`config.mk`:
```
export PLATFORM = sky130hd
export DESIGN_NAME = i2c_slave_status
export DESIGN_NICKNAME = d
export VERILOG_FILES = /design/src/rtl/i2c_sa_pkg.sv /design/src/rtl/i2c_sa_compare.sv /design/src/rtl/i2c_sa_frame.sv /design/src/rtl/i2c_sa_flags.sv /design/src/rtl/i2c_slave_status.sv
export SDC_FILE = /design/constraint.sdc
export NUM_CORES = 1
export LEC_CHECK = 0
export ABC_AREA = 0
export BUFFER_PORTS_ARGS = -buffer_cell sky130_fd_sc_hd__buf_2
export CORE_AREA = 5 5 47 49
export DETAILED_ROUTE_END_ITERATION = 7
export DIE_AREA = 0 0 52 54
export GPL_TIMING_DRIVEN = 0
export PLACE_DENSITY = 0.68
export RECOVER_POWER = 50
export SKIP_LAST_GASP = 1
export SYNTH_ARGS = -nofsm -noshare
export SYNTH_HDL_FRONTEND = slang
export SYNTH_HIERARCHICAL = 1
export SYNTH_SLANG_ARGS = --single-unit
```
`constraint.sdc`:
```
create_clock -name clk -period 0.8 [get_ports clk]
set_input_delay 0.08 -clock clk [delete_from_list [all_inputs] [get_ports clk]]
set_output_delay 0.08 -clock clk [all_outputs]
set_load 0.1 [all_outputs]
```
`src/rtl/i2c_sa_pkg.sv`:
```
package i2c_sa_pkg;
  localparam int POS_LRB  = 0;
  localparam int POS_GC   = 1;
  localparam int POS_HIT  = 2;
  localparam int POS_USR0 = 4;
  localparam int POS_USR1 = 6;
  localparam int POS_USR2 = 7;

  typedef enum logic {
    ADDR_7B  = 1'b0,
    ADDR_10B = 1'b1
  } addr_mode_e;

  typedef struct packed {
    logic addr_hit;
    logic gen_call;
    logic lrb;
  } sa_flags_t;
endpackage

```
`src/rtl/i2c_sa_compare.sv`:
```
module i2c_sa_compare
  import i2c_sa_pkg::*;
#(
  parameter int ADDR_W = 8
) (
  input  logic [ADDR_W-1:0] rx_byte,
  input  logic [ADDR_W-1:0] own_addr,
  input  addr_mode_e        mode,
  output logic              is_gcall,
  output logic              is_hit
);
  localparam int UPPER_W = ADDR_W - 1;

  logic [ADDR_W-1:0] bit_eq;
  logic              upper_eq;
  logic              full_eq;

  for (genvar gi = 0; gi < ADDR_W; gi++) begin : g_eq
    assign bit_eq[gi] = ~(rx_byte[gi] ^ own_addr[gi]);
  end

  assign upper_eq = &bit_eq[ADDR_W-1:ADDR_W-UPPER_W];
  assign full_eq  = &bit_eq;

  always_comb begin
    is_gcall = ~|rx_byte;
    if (mode == ADDR_10B) begin
      is_hit = full_eq;
    end else begin
      is_hit = upper_eq | is_gcall;
    end
  end
endmodule

```
`src/rtl/i2c_sa_frame.sv`:
```
module i2c_sa_frame (
  input  logic clk,
  input  logic rst_n,
  input  logic start_det,
  input  logic stop_det,
  input  logic byte_done,
  output logic first_pend
);
  logic pend_q;
  logic pend_d;
  logic pend_en;

  always_comb begin
    pend_en = start_det | stop_det | byte_done;
    pend_d  = pend_q;
    if (stop_det | byte_done) pend_d = 1'b0;
    if (start_det)            pend_d = 1'b1;
  end

  always_ff @(posedge clk or negedge rst_n) begin
    if (!rst_n) begin
      pend_q <= 1'b0;
    end else if (pend_en) begin
      pend_q <= pend_d;
    end
  end

  assign first_pend = pend_q;

  assert_arm_on_start_R8: assert property (@(posedge clk) disable iff (!rst_n)
    start_det |=> first_pend);

  assert_disarm_after_byte_R8: assert property (@(posedge clk) disable iff (!rst_n)
    (byte_done && !start_det) |=> !first_pend);
endmodule

```
`src/rtl/i2c_sa_flags.sv`:
```
module i2c_sa_flags
  import i2c_sa_pkg::*;
(
  input  logic       clk,
  input  logic       rst_n,
  input  logic       start_det,
  input  logic       stop_det,
  input  logic       byte_done,
  input  logic       rx_lsb,
  input  logic       ack_clk,
  input  logic       ack_sda,
  input  logic       cpu_wr,
  input  logic       first_pend,
  input  logic       is_gcall,
  input  logic       is_hit,
  input  addr_mode_e mode,
  output sa_flags_t  flags
);
  sa_flags_t flg_q;
  sa_flags_t flg_d;
  logic      flg_en;
  logic      gc_set;
  logic      hit_set;

  always_comb begin
    gc_set  = byte_done & first_pend & is_gcall;
    hit_set = byte_done & first_pend & is_hit;
    flg_en  = cpu_wr | byte_done | ack_clk | start_det | stop_det;
    flg_d   = flg_q;
    // last received bit: ack clock over byte end over cpu clear
    if (cpu_wr)    flg_d.lrb = 1'b0;
    if (byte_done) flg_d.lrb = rx_lsb;
    if (ack_clk)   flg_d.lrb = ack_sda;
    // general call: set beats start/stop clear
    if (start_det | stop_det) flg_d.gen_call = 1'b0;
    if (gc_set)               flg_d.gen_call = 1'b1;
    // address hit: set beats cpu clear
    if (cpu_wr)  flg_d.addr_hit = 1'b0;
    if (hit_set) flg_d.addr_hit = 1'b1;
  end

  always_ff @(posedge clk or negedge rst_n) begin
    if (!rst_n) begin
      flg_q <= '0;
    end else if (flg_en) begin
      flg_q <= flg_d;
    end
  end

  assign flags = flg_q;

  assert_lrb_ack_R1: assert property (@(posedge clk) disable iff (!rst_n)
    ack_clk |=> (flags.lrb == $past(ack_sda)));

  assert_lrb_byte_R2: assert property (@(posedge clk) disable iff (!rst_n)
    (byte_done && !ack_clk) |=> (flags.lrb == $past(rx_lsb)));

  assert_cpu_clear_R3: assert property (@(posedge clk) disable iff (!rst_n)
    (cpu_wr && !ack_clk && !byte_done) |=> (!flags.lrb && !flags.addr_hit));

  assert_gc_clear_R5: assert property (@(posedge clk) disable iff (!rst_n)
    ((start_det || stop_det) && !byte_done) |=> !flags.gen_call);

  assert_gcall_hits_R6: assert property (@(posedge clk) disable iff (!rst_n)
    (byte_done && first_pend && is_gcall && mode == ADDR_7B) |=> flags.addr_hit);

  assert_later_byte_R8: assert property (@(posedge clk) disable iff (!rst_n)
    (byte_done && !first_pend && !cpu_wr) |=> $stable(flags.addr_hit));

  assert_set_wins_R9: assert property (@(posedge clk) disable iff (!rst_n)
    (cpu_wr && byte_done && first_pend && is_hit) |=> flags.addr_hit);
endmodule

```
`src/rtl/i2c_slave_status.sv`:
```
module i2c_slave_status
  import i2c_sa_pkg::*;
#(
  parameter int DATA_W = 8
) (
  input  logic              clk,
  input  logic              rst_n,
  input  logic              start_det,
  input  logic              stop_det,
  input  logic              byte_done,
  input  logic [DATA_W-1:0] rx_byte,
  input  logic              ack_clk,
  input  logic              ack_sda,
  input  logic              ten_bit_mode,
  input  logic [DATA_W-1:0] own_addr,
  input  logic              wr_dshift,
  input  logic              wr_txbuf,
  input  logic              wr_status,
  input  logic [DATA_W-1:0] wr_data,
  output logic [DATA_W-1:0] status_o,
  output logic              lrb_o,
  output logic              gen_call_o,
  output logic              addr_hit_o
);
  localparam logic [DATA_W-1:0] USR_MASK =
    DATA_W'((1 << POS_USR0) | (1 << POS_USR1) | (1 << POS_USR2));

  logic              rst_meta_q;
  logic              rst_sync_q;
  logic              rst_int_n;
  addr_mode_e        mode;
  logic              first_pend;
  logic              is_gcall;
  logic              is_hit;
  logic              cpu_wr;
  sa_flags_t         flags;
  logic [DATA_W-1:0] usr_q;
  logic [DATA_W-1:0] usr_d;

  // reset: asynchronous assert, synchronous release
  always_ff @(posedge clk or negedge rst_n) begin
    if (!rst_n) begin
      rst_meta_q <= 1'b0;
      rst_sync_q <= 1'b0;
    end else begin
      rst_meta_q <= 1'b1;
      rst_sync_q <= rst_meta_q;
    end
  end
  assign rst_int_n = rst_sync_q;

  assign mode   = addr_mode_e'(ten_bit_mode);
  assign cpu_wr = wr_dshift | wr_txbuf;

  i2c_sa_frame u_frame (
    .clk        (clk),
    .rst_n      (rst_int_n),
    .start_det  (start_det),
    .stop_det   (stop_det),
    .byte_done  (byte_done),
    .first_pend (first_pend)
  );

  i2c_sa_compare #(.ADDR_W(DATA_W)) u_cmp (
    .rx_byte  (rx_byte),
    .own_addr (own_addr),
    .mode     (mode),
    .is_gcall (is_gcall),
    .is_hit   (is_hit)
  );

  i2c_sa_flags u_flags (
    .clk        (clk),
    .rst_n      (rst_int_n),
    .start_det  (start_det),
    .stop_det   (stop_det),
    .byte_done  (byte_done),
    .rx_lsb     (rx_byte[0]),
    .ack_clk    (ack_clk),
    .ack_sda    (ack_sda),
    .cpu_wr     (cpu_wr),
    .first_pend (first_pend),
    .is_gcall   (is_gcall),
    .is_hit     (is_hit),
    .mode       (mode),
    .flags      (flags)
  );

  // cpu-writable control bits
  always_comb begin
    usr_d = wr_data & USR_MASK;
  end

  always_ff @(posedge clk or negedge rst_int_n) begin
    if (!rst_int_n) begin
      usr_q <= '0;
    end else if (wr_status) begin
      usr_q <= usr_d;
    end
  end

  always_comb begin
    status_o          = usr_q;
    status_o[POS_LRB] = flags.lrb;
    status_o[POS_GC]  = flags.gen_call;
    status_o[POS_HIT] = flags.addr_hit;
  end

  assign lrb_o      = flags.lrb;
  assign gen_call_o = flags.gen_call;
  assign addr_hit_o = flags.addr_hit;

  assert_status_write_keeps_flags_R10: assert property (@(posedge clk) disable iff (!rst_int_n)
    (wr_status && !start_det && !stop_det && !byte_done && !ack_clk && !cpu_wr)
      |=> $stable(status_o[POS_HIT:POS_LRB]));

  assert_reserved_zero_R10: assert property (@(posedge clk) disable iff (!rst_int_n)
    wr_status |=> (status_o[3] == 1'b0 && status_o[5] == 1'b0));
endmodule

```
======== After elaboration in Yosys (flattened, before gate mapping) ========
Cells that the tools add are included.
word-level totals
  register bits ........................... 9
  input port bits ......................... 35
  output and inout bits ................... 11
  word-level logic and storage cells ...... 56
operators by class
  multiplexer cells ....................... 9
  bitwise operators ....................... 28
  reduce and logical (&&, ||, !) cells .... 12
operators with widths
  kind                 number
  2-to-1 mux 1 bit     9
  bitwise OR 1 bit     9
  inverter 1 bit       8
  AND reduction 2 bit  4
  AND reduction 8 bit  1
  OR reduction 8 bit   1
  bitwise XOR 1 bit    8
  AND reduction 7 bit  1
  nonzero test 2 bit   3
  AND 1 bit            3
  nonzero test 3 bit   1
  logical NOT 1 bit    1

======== Logic depth before layout (Yosys ltp) ========
Gate-level depths: netlist of run 1.
  word-level depth ........................ 8
  mapped depth ............................ 5
  gate-level depth less buffers ........... 5

======== Cells and area by module ========
Netlist of run 1, hierarchy kept.
modules (own cells, without submodules)
  module            instances  cells each  area an instance (um^2)  seq. area each (um^2)
  i2c_slave_status  1          16          210.2                    125.1
  i2c_sa_flags      1          12          127.6                    75.1
  i2c_sa_compare    1          15          125.1                    0.0
  i2c_sa_frame      1          3           36.3                     25.0

======== Worst setup path before layout of run 1 ========
Ideal clock, no wire load.
  path type ............................... reg-to-reg
  start ................................... register u_flags/flags[0] (netlist name)
  end ..................................... register u_flags.flg_q (netlist bit u_flags/flags[0])
  library setup time ...................... 77 ps
  data arrival time ....................... 1425 ps
  required time ........................... 723 ps
  path slack .............................. -702 ps
  stages on the path, launching flop included .. 3
  path buffers ............................ 0
  period minus slack after synthesis ...... 1502 ps
  cell sequence ........................... dfrtp_1 or3b_1 a21oi_1
RTL lines
  item                    RTL line            RTL
  end signal: assignment  i2c_sa_flags.sv:46  flg_q <= flg_d;
  end: declaration        i2c_sa_flags.sv:19  sa_flags_t flg_q;

======== Worst setup path in the final report of run 1 ========
  start ................................... register u_flags.flg_q (netlist bit u_flags/flags[1])
  end ..................................... output status_o[1]
RTL lines
  item              RTL line                RTL
  end: declaration  i2c_slave_status.sv:20  output logic [DATA_W-1:0] status_o,
No word-level cell between the ends.

==> impl_metrics.json, run 1 <==
{
  "leakagePower_nw": 0.4529,
  "hold_ws_ns": 0.02852,
  "power_density_nw_per_um2": 1469,
  "area_delta_synth_final_pct": 93.48,
  "drt_iter0_drc": 6,
  "n_fill_cell": 169,
  "setup_viol": 15,
  "cp-start-kind": "flop",
  "dieArea_sq_um": 2808,
  "num_vias": 486,
  "synth_area_sq_um": 499.2,
  "worst_slack_ns": -0.3158,
  "io_pins": 46,
  "cts-htree-levels": 1,
  "drv_cap": 0,
  "grt_pass1_vias": 551,
  "worstPathArrival_ns": 1.04,
  "vias_per_cell": 4.084,
  "failed_checks": "negative setup slack",
  "dieWidth_microns": 52,
  "finalCritPeriodShare_pct": 139.5,
  "drcViolationCount": 0,
  "status": "complete, but fails checks",
  "std_cell_rows": 16,
  "worstHoldPathType": "in -> reg",
  "clock-root-buffer": "clkbuf_4",
  "drt_pass1_iterations": 2,
  "rsz0062_at_grt": "true",
  "clock_sinks": 9,
  "die_h_microns": 54,
  "final_hold_viol_count": 0,
  "yosys_warnings": 6,
  "grt_max_degree": 8,
  "multi_input_area_sq_um": 247.7,
  "hpwl_mm": 1.082,
  "final_common_cell": "buf_2",
  "portBuffers": 38,
  "cts_buffers": 3,
  "nets": 128,
  "mostFrequentLayoutCells": "24 x buf_2, 8 x buf_12",
  "wl_mm": 1.418,
  "finClkSkew_ns": 0.003412,
  "rrSetupSlack_ns": -0.18,
  "cts.path.max_buffers": 2,
  "ys_ff_latch": 9,
  "yosys.area.top_type": "dfrtp_1",
  "synth_top_area_share_pct": 45.11,
  "period_minus_slack_ns": 1.116,
  "clk_transition_reported_paths_ns": 0.06,
  "report.final.slew_viol_count": 0,
  "gp_congestion": 0.6620,
  "worstPathRequired_ns": 0.72,
  "synth_area_leaders": "dfrtp_1 45%, xor2_1 11%, buf_4 7.5%, mux2_2 6.8%, xnor2_1 3.5%",
  "start_util_pct": 27.40,
  "grt_usage_pct": 10.62,
  "antenna_found_initial": 0,
  "ir_drop_mv": 1.077,
  "cts_tree": "built",
  "wl_per_cell_microns": 11.92,
  "register_area_sq_um": 247.7,
  "crit_fanout": 3,
  "grt_pass1_wl_mm": 2.194,
  "diodes": 0,
  "syn_inst": 46,
  "crit_type": "reg -> out",
  "synth_cell_type_count": 22,
  "grt_overflow": 0,
  "post_synth.cell_area_avg_sq_um": 10.85,
  "ant_nets": 0,
  "insertion_delay_ns": 0.26,
  "yosysSeqAreaShare_pct": 45.11,
  "core_sq_um": 1822,
  "crit_path_end_kind": "primary output",
  "fmax_ghz": 0.8962,
  "layout-drive-gt1-share_pct": 66.30,
  "tns_ns": -2.886
}
-- power by group --
part	switching [W]	total (W)	internal (W)
Combinational	0.000316	0.000542	0.000226
Sequential	0.0000321	0.000528	0.000496
Clock	0.000156	0.000349	0.000192
-- flip-flops by register name, summed over array words and instances (netlist names) --
name                flops
usr_q                   3
u_flags/flags           3
rst_meta_q              1
u_frame/first_pend      1
rst_int_n               1
-- cells by family (layout without fill, tap and decap cells) --
| family | after synthesis | count (layout) | synth area share (%) |
|---|---|---|---|
| and+or+nand+nor | 11 | 11 | 14.29 |
| DFF | 9 | 9 | 45.11 |
| xor gates and xnor gates | 8 | 8 | 14.04 |
| AOI/OAI and AO/OA | 7 | 7 | 10.03 |
| buffers and inverters | 6 | 51 | 8.271 |
| muxes | 3 | 3 | 6.766 |
| other | 2 | 3 | 1.504 |
-- metal layers --
layer,track usage [%],up-vias,wire length (microns)
li1,-,243,-
met1,10.89,228,506
met2,19.46,15,843
met3,3.324,0,67
met4,5.240,0,0
met5,0,-,0
-- stage by stage --
| step | area, sq um | total power, W | std cells | setup WS, ns | util (%) |
|---|---|---|---|---|---|
| global route | 965.9 | 0.001499 | 119 | -0.3552 | 53.02 |
| finish | 965.9 | 0.001419 | 119 | -0.3158 | 53.02 |
| detailed placement | 774.5 | 0.0009596 | 112 | -0.4291 | 42.51 |
| floorplan | 550.5 | 0.0008336 | 47 | -0.3571 | - |
| CTS | 939.7 | 0.001420 | 118 | -0.3283 | 51.58 |
| global placement | 774.5 | 0.0009514 | 112 | -0.4319 | 42.51 |
-- synthesized netlist by cell type --
| cell | instances |
|---|---|
| xor2_1 | 6 |
| or3b_1 | 1 |
| inv_1 | 1 |
| dfrtp_1 | 9 |
| nor2_1 | 3 |
| buf_4 | 5 |
| nor3_1 | 1 |
| a21oi_1 | 2 |
| xnor2_1 | 2 |
| nor2b_1 | 1 |
| nor3_2 | 1 |
| a41o_1 | 1 |
| a211oi_1 | 1 |
| nand3_1 | 1 |
| or4_1 | 1 |
| o21ai_0 | 1 |
| conb_1 | 2 |
| a21o_1 | 1 |
| or4_4 | 1 |
| mux2_2 | 3 |
| a32o_1 | 1 |
| or2_2 | 1 |
-- critical path, cell delays in order, from the launching register on --
cell	delay, ns
dfrtp_4	0.49
buf_12	0.13
buf_12	0.15
-- final timing paths --
path                       cells after the start                 end             start
setup / recovery                               2         status_o[1]  u_flags/flags[1]
hold / removal                                 2  u_frame/first_pend         start_det
setup reg to reg                               2    u_flags/flags[0]  u_flags/flags[0]
hold reg to reg                                0    u_flags/flags[2]         rst_int_n
max in group asynchronous                      0            usr_q[4]         rst_int_n
min in group asynchronous                      0    u_flags/flags[2]         rst_int_n
-- layout make-up --
| class | count | share of cell area (%) |
|---|---|---|
| inverter | 1 | 0.3886 |
| multi-input combinational | 32 | 25.65 |
| sequential | 9 | 25.65 |
| clock buffer | 4 | 2.720 |
| tap | 27 | 3.497 |
| timing repair buffer | 41 | 35.23 |
| buffer | 5 | 6.865 |
-- timing repair --
item / in CTS / in global routing
pin swaps: 3 / 2
endpoints found under the setup margin: 15 / 15
resized for setup: 33 / 5
buffers inserted: 1 / 1
hold endpoints to repair: 2 / 0
hold buffers: 1 / 0
(Power assumes the default switching activity.)
==> run 2: changes to the inputs <==
--- a/config.mk
+++ b/config.mk
@@ -7,14 +7,14 @@
 export LEC_CHECK = 0
 export ABC_AREA = 0
 export BUFFER_PORTS_ARGS = -buffer_cell sky130_fd_sc_hd__buf_2
-export CORE_AREA = 5 5 47 49
+export CORE_AREA = 5 5 46 48
 export DETAILED_ROUTE_END_ITERATION = 7
-export DIE_AREA = 0 0 52 54
+export DIE_AREA = 0 0 51 53
 export GPL_TIMING_DRIVEN = 0
-export PLACE_DENSITY = 0.68
+export PLACE_DENSITY = 0.7
 export RECOVER_POWER = 50
 export SKIP_LAST_GASP = 1
+export SLEW_MARGIN = 20
 export SYNTH_ARGS = -nofsm -noshare
 export SYNTH_HDL_FRONTEND = slang
-export SYNTH_HIERARCHICAL = 1
 export SYNTH_SLANG_ARGS = --single-unit
==> run 2 against run 1 <==
- the run still ends with negative setup slack left
- power down 1.2%
- global-route usage down 0.060 points
- via count down 0.41%
- core utilization up 2.7 points
- worst setup slack worse by 0.0055 ns
- non-clock buffer count down 1
- first-iteration DRC count down 83%
- die area down 3.7%
- sequential power about the same
- worst hold slack worse by 0.0078 ns
- largest power group unchanged
==> impl_metrics.json, run 2 <==
{
  "crit_fanout": 3,
  "status": "complete, but fails checks",
  "ys_ff_latch": 9,
  "cp-start-kind": "flop",
  "placed_area_sq_um": 757.0,
  "async_reset_ff_share_pct": 100.0,
  "synth_most_common_cell": "dfrtp_1",
  "std_cell_rows": 15,
  "clock-root-buffer": "clkbuf_4",
  "setup_viol": 14,
  "cts_buffers": 3,
  "synth_edf_count": 0,
  "fin_area_sq_um": 930.9,
  "mostFrequentLayoutCells": "28 x buf_2, 9 x buf_12, 7 x xnor2_1",
  "area_delta_synth_final_pct": 90.77,
  "crit_type": "reg -> out",
  "start_util_pct": 29.21,
  "core_sq_um": 1670,
  "final_hold_viol_count": 0,
  "synth_compound_area_share_pct": 8.718,
  "cts-htree-levels": 1,
  "postCtsSetupRepairBufs": 0,
  "layout-drive-gt1-share_pct": 64.84,
  "dieArea_sq_um": 2703,
  "ys_top_cells_by_count": "9 x dfrtp_1, 7 x xnor2_1, 5 x buf_4",
  "critPathTopFamily": "flip-flops",
  "crit_path_end_kind": "primary output",
  "clk_transition_reported_paths_ns": 0.06,
  "dieWidth_microns": 51,
  "wl_per_cell_microns": 12.29,
  "synth_xor_area_share_pct": 14.36,
  "failed_checks": "negative setup slack",
  "critical_path.endpoint": "status_o[0]",
  "rsz0062_at_grt": "true",
  "yosysSeqAreaShare_pct": 46.15,
  "cp.depth": 2,
  "rrSetupSlack_ns": -0.12,
  "cp-startpoint": "u_flags.flags[0]",
  "clock_sinks": 9,
  "yosys_warnings": 0,
  "wl_mm": 1.327,
  "drv_cap": 0,
  "antenna_found_initial": 0,
  "leakagePower_nw": 0.4218,
  "critPathSlowestCell": "dfrtp_4",
  "period_minus_slack_ns": 1.121,
  "gp_congestion": 0.7256,
  "io_pins": 46,
  "yosys.area.top_type": "dfrtp_1",
  "cts_tree": "built",
  "worstReg2RegStart": "u_flags.flags[0]",
  "insertion_delay_ns": 0.25,
  "synth_fa_ha_area_share_pct": 0,
  "synth_area_leaders": "dfrtp_1 46%, xnor2_1 13%, buf_4 7.7%, mux2_2 6.9%, nor4_2 5.1%",
  "vias_per_cell": 4.481,
  "grt_max_degree": 8,
  "crit_buf_inv": 2,
  "synth_top_flop_cell": "dfrtp_1",
  "n_fill_cell": 142,
  "drt_pass1_iterations": 2,
  "r2r_cells": 3,
  "holdCritStartpoint": "start_det",
  "synth_cell_type_count": 17,
  "syn_inst": 46,
  "grt_pass1_wl_mm": 2.049,
  "worstPathArrival_ns": 1.04,
  "grt_overflow": 0,
  "drt_iter0_drc": 1,
  "reg2reg_to": "u_flags.flags[0]",
  "synth_area_sq_um": 488.0,
  "num_vias": 484,
  "die_h_microns": 53,
  "hpwl_mm": 1.096,
  "report.final.slew_viol_count": 0,
  "grt_usage_pct": 10.56,
  "post_synth.cell_area_avg_sq_um": 10.61,
  "grt_pass1_vias": 515,
  "portBuffers": 38,
  "worstHoldPathType": "in -> reg",
  "cts.path.max_buffers": 2,
  "diodes": 0,
  "power_density_nw_per_um2": 1507,
  "synth_top_family_by_area": "simple AND/OR/NAND/NOR gates",
  "power_w": 0.001403,
  "ant_nets": 0,
  "fmax_ghz": 0.8918,
  "finClkSkew_ns": 0.004751,
  "worst_slack_ns": -0.3214,
  "finalCritPeriodShare_pct": 140.2,
  "synth-simple-area-share_pct": 14.62,
  "final_common_cell": "buf_2",
  "worstPathRequired_ns": 0.72,
  "drcViolationCount": 0,
  "cp_slowest_stage_delay_ns": 0.50,
  "synth_top_area_share_pct": 46.15,
  "crit_path_cell_trace": "buf_6, buf_12",
  "nets": 127,
  "synthMuxAreaShare_pct": 6.923,
  "ir_drop_mv": 0.5262
}
[run 2: changes by cell type after synthesis, moves of 2 or more]
cell,previous run,this run
xnor2_1,2,7
xor2_1,6,1
nand2_1,0,4
nor4_2,0,2
[run 2: area by class of cell]
type,instances,area [sq um],area share [%]
repair buffers,40,319.1,34.27
multi-input cells,33,250.2,26.88
flip-flops and latches,9,247.7,26.61
plain buffers,5,66.31,7.124
clock buffers,4,26.28,2.823
well taps,17,21.27,2.285
[run 2: worst reg2reg max path: stages, from the launching register on]
cell	delay [ns]
dfrtp_4	0.50
nor4b_4	0.15
a21oi_2	0.10
o21ai_1	0.06
[run 2: worst min-delay path by stage]
stage / slack (ns) / to / depth (start not counted)
floorplan: -0.22 / rst_int_n / 0
global placement: -0.14 / rst_meta_q / 1
detailed placement: -0.13 / rst_meta_q / 1
CTS: 0.02 / u_frame.first_pend / 2
global route: 0.004 / u_frame.first_pend / 2
finish: 0.02 / u_frame.first_pend / 2
[run 2: logic make-up after synthesis]
group	count (synthesis)
compound gates	7
xor+xnor	8
buf+inv	5
flops	9
mux	3
other cells	2
simple gates	12
[run 2: through the flow]
stage	std cells	hold slack, ns	utilization, %	setup TNS (ns)	setup slack [ns]
after global placement	102	-0.1353	45.32	-1.432	-0.1913
after floorplan	47	-0.2156	-	-1.666	-0.2905
final	108	0.02073	55.73	-2.597	-0.3214
after global routing	108	0.003828	55.73	-3.108	-0.3616
after CTS	108	0.01583	55.13	-2.732	-0.3243
after detailed placement	102	-0.1318	45.32	-1.482	-0.1927
[run 2: power breakdown]
part | switching (W) | total [W] | internal, W
combinational | 0.000315 | 0.000536 | 0.000220
sequential | 0.0000324 | 0.000528 | 0.000496
clock | 0.000147 | 0.000339 | 0.000191
[run 2: layer usage]
metal  wire length [microns]  global-route usage (%)
met4                      19                   8.969
met1                     406                   8.448
met3                      77                   2.535
met5                       0                       0
met2                     824                   21.03
[run 2: what timing repair did]
item                       in CTS  in global routing
hold endpoints to repair        3                  0
hold buffers                    2                  0
setup endpoints to repair      14                 15
pin swaps                       2                  2
gates resized for setup        31                  4
==> run 3: changes to the inputs <==
--- a/config.mk
+++ b/config.mk
@@ -7,11 +7,11 @@
 export LEC_CHECK = 0
 export ABC_AREA = 0
 export BUFFER_PORTS_ARGS = -buffer_cell sky130_fd_sc_hd__buf_2
-export CORE_AREA = 5 5 46 48
+export CORE_AREA = 5 5 53 55
 export DETAILED_ROUTE_END_ITERATION = 7
-export DIE_AREA = 0 0 51 53
+export DIE_AREA = 0 0 58 60
 export GPL_TIMING_DRIVEN = 0
-export PLACE_DENSITY = 0.7
+export PLACE_DENSITY_LB_ADDON = 0.08
 export RECOVER_POWER = 50
 export SKIP_LAST_GASP = 1
 export SLEW_MARGIN = 20
==> run 3 against run 2 <==
- the flow still finishes with violations (negative setup slack)
- maximum frequency rose by 0.39%
- non-clock buffer count up 1
- register-to-register slack worse by 0.03 ns
- sequential power about the same
- clock power barely moved
- worst setup slack improved by 0.0043 ns
- combinational power is 2% lower
- critical path type unchanged
- largest cell class unchanged
- highest routed layer unchanged
==> impl_metrics.json, run 3 (synthesis gave the netlist of run 2 again) <==
{
  "mostFrequentLayoutCells": "28 x buf_2, 8 x buf_12, 7 x xnor2_1",
  "critPathSlowestCell": "dfrtp_4",
  "cp-start-kind": "flop",
  "finalCritPeriodShare_pct": 139.6,
  "cts-htree-levels": 1,
  "crit_buf_inv": 2,
  "report.final.slew_viol_count": 0,
  "num_vias": 483,
  "cts.path.max_buffers": 2,
  "reg2reg_to": "u_flags.flags[2]",
  "failed_checks": "negative setup slack",
  "antenna_found_initial": 0,
  "portBuffers": 38,
  "start_util_pct": 20.83,
  "r2r_cells": 2,
  "core_sq_um": 2342,
  "worstPathRequired_ns": 0.72,
  "hold_depth": 2,
  "grt_max_degree": 8,
  "wl_per_cell_microns": 10.90,
  "period_minus_slack_ns": 1.117,
  "clock_sinks": 9,
  "critPathTopFamily": "flip-flops",
  "n_fill_cell": 250,
  "worstPathArrival_ns": 1.04,
  "worst_slack_ns": -0.3170,
  "vias_per_cell": 3.959,
  "worstHoldPathType": "in -> reg",
  "cp_slowest_stage_delay_ns": 0.49,
  "grt_usage_pct": 8.529,
  "tns_ns": -2.762,
  "diodes": 0,
  "dieArea_sq_um": 3480,
  "ir_drop_mv": 0.6103,
  "power_density_nw_per_um2": 1479,
  "drv_cap": 0,
  "cts_tree": "built",
  "drt_iter0_drc": 1,
  "setup_viol": 14,
  "crit_type": "reg -> out",
  "holdCritStartpoint": "start_det",
  "rsz0062_at_grt": "true",
  "final_common_cell": "buf_2",
  "grt_overflow": 0,
  "wl_mm": 1.330,
  "finClkSkew_ns": 0.0009135,
  "grt_pass1_vias": 535,
  "io_pins": 46,
  "hold_ws_ns": 0.03199,
  "drcViolationCount": 0,
  "nets": 128,
  "ant_nets": 0,
  "layout-drive-gt1-share_pct": 63.04,
  "cts_buffers": 3,
  "critPathMostFrequentCell": "buf_12",
  "clock-root-buffer": "clkbuf_4",
  "rrSetupSlack_ns": -0.15,
  "power_w": 0.001395,
  "die_h_microns": 60,
  "dieWidth_microns": 58,
  "area_delta_synth_final_pct": 93.33,
  "fmax_ghz": 0.8952,
  "crit_fanout": 3,
  "stdcell_count": 122,
  "std_cell_rows": 18,
  "final_hold_viol_count": 0,
  "dp_worst_setup_slack_ns": -0.2024,
  "leakagePower_nw": 0.4249,
  "gp_congestion": 0.6864,
  "placed_cells": 115,
  "worstReg2RegStart": "u_flags.flags[2]",
  "drt_pass1_iterations": 2,
  "insertion_delay_ns": 0.25,
  "clk_transition_reported_paths_ns": 0.06,
  "whs_endpoint": "u_frame.first_pend",
  "hpwl_mm": 1.074,
  "crit_path_cell_trace": "buf_12, buf_12",
  "status": "complete, but fails checks",
  "crit_path_end_kind": "primary output",
  "grt_pass1_wl_mm": 2.159
}
[run 3: cell type report]
type	instances	area, sq um	share of cell area [%]
buffer	5	66.31	7.029
clock buffer	4	26.28	2.785
multi-input combinational	33	244.0	25.86
sequential	9	247.7	26.26
tap	30	37.54	3.979
timing repair buffer	41	321.6	34.08
[run 3: worst max-delay path by stage]
| stage | cells past startpoint | slack [ns] | to | startpoint |
|---|---|---|---|---|
| floorplan | 3 | -0.29 | u_flags.flags[0] | u_flags.flags[0] |
| global placement | 2 | -0.20 | status_o[2] | u_flags.flags[2] |
| detailed placement | 2 | -0.20 | status_o[2] | u_flags.flags[2] |
| CTS | 2 | -0.33 | status_o[2] | u_flags.flags[2] |
| global route | 2 | -0.34 | status_o[1] | u_flags.flags[1] |
| finish | 2 | -0.32 | status_o[1] | u_flags.flags[1] |
[run 3: what timing repair did]
item,4_1_cts,5_1_grt
endpoints found under the setup margin,14,14
hold buffers,2,0
gates resized for setup,31,0
buffers inserted,1,0
pin swaps,1,1
hold endpoints to repair,3,0
[run 3: power breakdown]
group | switching [W] | internal (W)
Combinational | 0.000311 | 0.000214
Clock | 0.000151 | 0.000192
Sequential | 0.0000319 | 0.000496
Total | 0.000493 | 0.000902
[run 3: routing by layer]
layer	global-route usage (%)	vias to the layer above	wire length [microns]
li1	-	242	-
met1	8.984	210	505
met2	13.55	29	656
met3	3.240	2	142
met4	6.954	0	25
met5	0	-	0
[run 3: metrics by stage]
step	instance area, sq um	utilization, %
6_report	943.4	40.28
5_1_grt	943.4	40.28
4_1_cts	944.7	40.33
3_5_place_dp	773.2	33.01
3_3_place_gp	773.2	33.01
2_1_floorplan	545.5	-
